===== config.mk =====
export PLATFORM = sky130hd
export DESIGN_NAME = pmp_perm_eval
export DESIGN_NICKNAME = d
export VERILOG_FILES = /design/src/rtl/pmp_chk_pkg.sv /design/src/rtl/pmp_perm_eval.sv
export SDC_FILE = /design/constraint.sdc
export NUM_CORES = 1
export LEC_CHECK = 0
export BUFFER_PORTS_ARGS = -buffer_cell sky130_fd_sc_hd__buf_2
export CAP_MARGIN = 20
export CORE_AREA = 2 2 39 41
export DETAILED_ROUTE_END_ITERATION = 7
export DIE_AREA = 0 0 41 43
export SLEW_MARGIN = 10
export SYNTH_ARGS = -nofsm -noshare
export SYNTH_HDL_FRONTEND = slang
export SYNTH_SLANG_ARGS = --single-unit

===== constraint.sdc =====
create_clock -name vclk -period 1.1
set_input_delay 0.055 -clock vclk [all_inputs]
set_output_delay 0.055 -clock vclk [all_outputs]
set_load 0.03 [all_outputs]

===== src/rtl/pmp_chk_pkg.sv =====
package pmp_chk_pkg;

    typedef logic [2:0] perm_t;

    localparam perm_t PERM_NONE = 3'b000;
    localparam perm_t PERM_R    = 3'b001;
    localparam perm_t PERM_W    = 3'b010;
    localparam perm_t PERM_X    = 3'b100;
    localparam perm_t PERM_RW   = PERM_R | PERM_W;
    localparam perm_t PERM_RX   = PERM_R | PERM_X;
    localparam perm_t PERM_RWX  = PERM_R | PERM_W | PERM_X;

    localparam int CFG_W       = 8;
    localparam int CFG_R_BIT   = 0;
    localparam int CFG_W_BIT   = 1;
    localparam int CFG_X_BIT   = 2;
    localparam int CFG_MODE_LO = 3;
    localparam int CFG_LOCK_BIT = 7;

    typedef enum logic [1:0] {
        DEC_DEFAULT  = 2'd0,
        DEC_ENTRY    = 2'd1,
        DEC_STRADDLE = 2'd2
    } decision_e;

    typedef struct packed {
        perm_t allow;
        logic  hit;
        logic  dflt;
        logic  grant;
    } verdict_t;

    function automatic logic cfg_active(input logic [CFG_W-1:0] cfg);
        return cfg[CFG_MODE_LO +: 2] != 2'b00;
    endfunction

    function automatic logic [3:0] lockdown_index(input logic [CFG_W-1:0] cfg);
        return {cfg[CFG_LOCK_BIT], cfg[CFG_R_BIT], cfg[CFG_W_BIT], cfg[CFG_X_BIT]};
    endfunction

    function automatic perm_t ld_mmode_perm(input logic [3:0] k);
        perm_t p;
        case (k)
            4'd2, 4'd3, 4'd14: p = PERM_RW;
            4'd9, 4'd10:       p = PERM_X;
            4'd11, 4'd13:      p = PERM_RX;
            4'd12, 4'd15:      p = PERM_R;
            default:           p = PERM_NONE;
        endcase
        return p;
    endfunction

    function automatic perm_t ld_lower_perm(input logic [3:0] k);
        perm_t p;
        case (k)
            4'd1, 4'd10, 4'd11: p = PERM_X;
            4'd2, 4'd4, 4'd15:  p = PERM_R;
            4'd3, 4'd6:         p = PERM_RW;
            4'd5:               p = PERM_RX;
            4'd7:               p = PERM_RWX;
            default:            p = PERM_NONE;
        endcase
        return p;
    endfunction

endpackage


===== src/rtl/pmp_perm_eval.sv =====
module pmp_perm_eval
    import pmp_chk_pkg::*;
(
    input  decision_e         decision,
    input  logic [CFG_W-1:0]  win_cfg,
    input  logic              mmode,
    input  logic              lockdown,
    input  logic              whitelist,
    input  perm_t             req_kind,
    output verdict_t          verdict
);

    perm_t entry_perm;
    perm_t dflt_perm;

    always_comb begin
        if (lockdown) begin
            entry_perm = mmode ? ld_mmode_perm(lockdown_index(win_cfg))
                               : ld_lower_perm(lockdown_index(win_cfg));
        end else if (mmode && !win_cfg[CFG_LOCK_BIT]) begin
            entry_perm = PERM_RWX;
        end else begin
            entry_perm = win_cfg[2:0];
        end
    end

    always_comb begin
        if (whitelist) begin
            dflt_perm = PERM_NONE;
        end else if (lockdown) begin
            dflt_perm = (mmode && !req_kind[2]) ? PERM_RW : PERM_NONE;
        end else begin
            dflt_perm = mmode ? PERM_RWX : PERM_NONE;
        end
    end

    always_comb begin
        verdict = '0;
        unique case (decision)
            DEC_ENTRY: begin
                verdict.allow = entry_perm;
                verdict.hit   = 1'b1;
            end
            DEC_DEFAULT: begin
                verdict.allow = dflt_perm;
                verdict.dflt  = 1'b1;
            end
            default: verdict.allow = PERM_NONE;
        endcase
        verdict.grant = (decision != DEC_STRADDLE) &&
                        ((req_kind & ~verdict.allow) == PERM_NONE);
    end

endmodule


==> run summary <==
Status
• finished, violations left — outcome
• setup timing — violated checks

GRT
• 0.124 — aggregate global-route resource usage
• 0 — antenna violations before repair
• 394 — via count of the first global-routing pass
• 10 — largest net degree at the start of global routing
• 1.61 mm — global-route wire length before repair
• 0 — grt total ovfl

Place
• 0.714 — global placement routability congestion
• 462 µm² — DP Area
• 84 — Cell Count Post-Placement
• -0.289 ns — setup slack at placement
• 706 µm — post-detailed-placement half-perimeter wirelength
• 18 — count of input and output buffers

STA
• 0.794 — worst rel slew slack
• 728 MHz — highest achievable clock rate
• 0.309 ns — measured slew at the worst slew-check pin
• 4 — final setup violating endpoints
• 1.37 ns — minimum clock period
• 0 — final count of hold timing violations
• true — RSZ-0062 raised after global routing
• 0 — final count of pins violating max slew
• 1.25 — ratio of final minimum period to clock period
• 0.500 ns — worst hold slack
• -0.274 ns — final worst-path setup slack

Drt
• 12.0 µm — average detailed-routed wire length per instance
• 0 — number of remaining DRC errors
• 6 — number of violations reported at the end of detailed-routing iteration 0
• 1.05 mm — Routed WL
• 0 — antenna violation net count after detailed routing
• 4.80 — DR vias/cell
• 4 — first-pass iteration count of the detailed router
• 422 — vias after detailed routing

Cells and area
• 133% — layout-stage area growth over the synthesis result
• 0.708 — fraction of layout instances using a drive strength above 1
• 0 — total number of sequential cells
• 0 — Inserted Diodes
• 88 — non-filler cells, final
• 597 µm² — final standard cell area without fillers
• 0 µm² — Sequential cell area
• 90 — Nets
• 0 — clk_buf instances

Synth
• 0 — sequential element share of the synthesized area
• o21ai_0 (7.8%), o32a_1 (7.8%), o311ai_1 (6.8%) — top post-synthesis cells by area
• 54 — Post-Synthesis Net Count
• 0 — total of warnings raised by yosys
• 6.75 µm² — synthesized area per cell
• o21ai_0 — Synth area leader
• 23 — Yosys cell types
• 0.0780 — area share of the leading cell type in the synthesized netlist
• 256 µm² — netlist area before placement
• 38 — count of mapped cells out of synthesis

Pwr
• 0 — fraction of power consumed by sequential logic
• 0.000298 µW — leakage power
• 250 µW — total power after layout
• 117 µW — Switch Pwr
• 0 — relative contribution of the clock network to total power
• 133 µW — internal power contribution
• 419 nW/µm² — Cell Pwr Density
• 1.000 — proportion of power drawn by combinational gates
• 166 µV — maximum vdd drop
• 0.469 — switching share of power

Setup path
• 1.32 ns — Worst EP arrival
• verdict[0] — timing endpoint of the critical path
• primary input — startpoint types
• 1.04 ns — WP data required
• primary output — Crit. End Element
• win_cfg[7] — worst setup path start
• 6 — CP Max Fanout
• primary input to primary output — critical path type

Die
• 14 — placement row count
• 43 µm — die outline height
• 0.185 — initial core utilization
• 41 µm — Horiz. Die Dim
• 1380 µm² — Core ar.
• 22 — boundary pin count
• 1760 µm² — Die Footprint

Job
• 0 — Maximum Capacitance Violations

Min path
• primary input to primary output — worst min-delay path class

Clock network
• 0 — Post-CTS Hold Fix Bufs

how the worst min path moves through the flow:
| stage | from | endpoint | slack [ns] | depth (start not counted) |
|---|---|---|---|---|
| 2_1_floorplan | decision[0] | verdict[1] | 0.17 | 1 |
| 3_3_place_gp | req_kind[2] | verdict[0] | 0.50 | 4 |
| 3_5_place_dp | req_kind[2] | verdict[0] | 0.50 | 4 |
| 4_1_cts | req_kind[2] | verdict[0] | 0.49 | 4 |
| 5_1_grt | req_kind[2] | verdict[0] | 0.52 | 4 |
| 6_report | req_kind[2] | verdict[0] | 0.50 | 4 |
synth_stat cells (all sizes together):
cell type,count
nand3b,1
nor2,3
nor2b,2
o31ai,1
o311a,1
o311ai,2
a21oi,1
mux2i,1
inv,4
a221oi,1
a21boi,1
nand4b,1
o211a,1
nand2,4
o21ai,4
nand3,1
a22oi,2
o32a,2
and2b,2
buf,2
and3b,1
power groups by stage:
stage	sequential (µW)	clock (µW)	combinational [µW]
2_1_floorplan	0	0	98.9
3_3_place_gp	0	0	185
3_5_place_dp	0	0	188
4_1_cts	0	0	225
5_1_grt	0	0	268
6_report	0	0	250
metrics by stage:
step	setup TNS (ns)	util
2_1_floorplan	-0.318	-
3_3_place_gp	-0.630	0.334
3_5_place_dp	-0.698	0.334
4_1_cts	-0.432	0.392
5_1_grt	-0.830	0.431
6_report	-0.625	0.431
worst max-delay path, cell delays in order:
cell      delay [ns]
buf_12          0.11
a21boi_2        0.14
o32a_1          0.30
o311ai_2        0.09
o311ai_2        0.18
a221oi_2        0.24
buf_4           0.20
logic make-up (layout without fill, tap and decap cells):
group / Yosys count / in the layout / synth area share
AND/OR/NAND/NOR: 15 / 15 / 0.337
buffers and inverters: 6 / 40 / 0.122
multiplexers: 1 / 1 / 0.0390
AO/OA/AOI/OAI: 16 / 16 / 0.502
cell type report:
class,count,area (µm²)
inverter,4,15.0
fill,144,787
multi-input combinational,32,280
tap,16,20.0
timing repair buffer,36,282
layer usage:
layer,vias up,global-route usage,share of wire
met3,2,0.0105,0.047
met4,0,0,0.0076
met1,195,0.139,0.37
met2,11,0.244,0.58
met5,-,0,0
li1,214,-,-
repair_timing:
item	in CTS	in global routing
pin swaps	5	6
gates resized for setup	21	9
endpoints found under the hold margin	0	0
endpoints found under the setup margin	4	4
setup buffers	3	2
cloned	0	0
cells in the final DEF, fill, tap and decap left out:
master,synthesis,final
a21boi_2,0,1
a21oi_1,1,1
a221oi_2,1,1
a22oi_1,2,2
and2b_1,1,1
and2b_2,1,1
and3b_2,1,1
buf_12,0,1
buf_2,1,11
buf_4,0,18
buf_6,1,5
buf_8,0,1
inv_1,4,3
inv_2,0,1
mux2i_1,1,1
nand2_1,4,3
nand2_2,0,1
nand3_1,1,1
nand3b_1,1,1
nand4b_1,1,1
nor2_1,3,2
nor2_2,0,1
nor2b_2,0,1
nor2b_4,0,1
o211a_1,1,1
o21ai_0,4,1
o21ai_2,0,3
o311a_4,0,1
o311ai_2,0,2
o31ai_1,1,1
o32a_1,2,2
No activity file was read; power rests on OpenSTA's default activity.
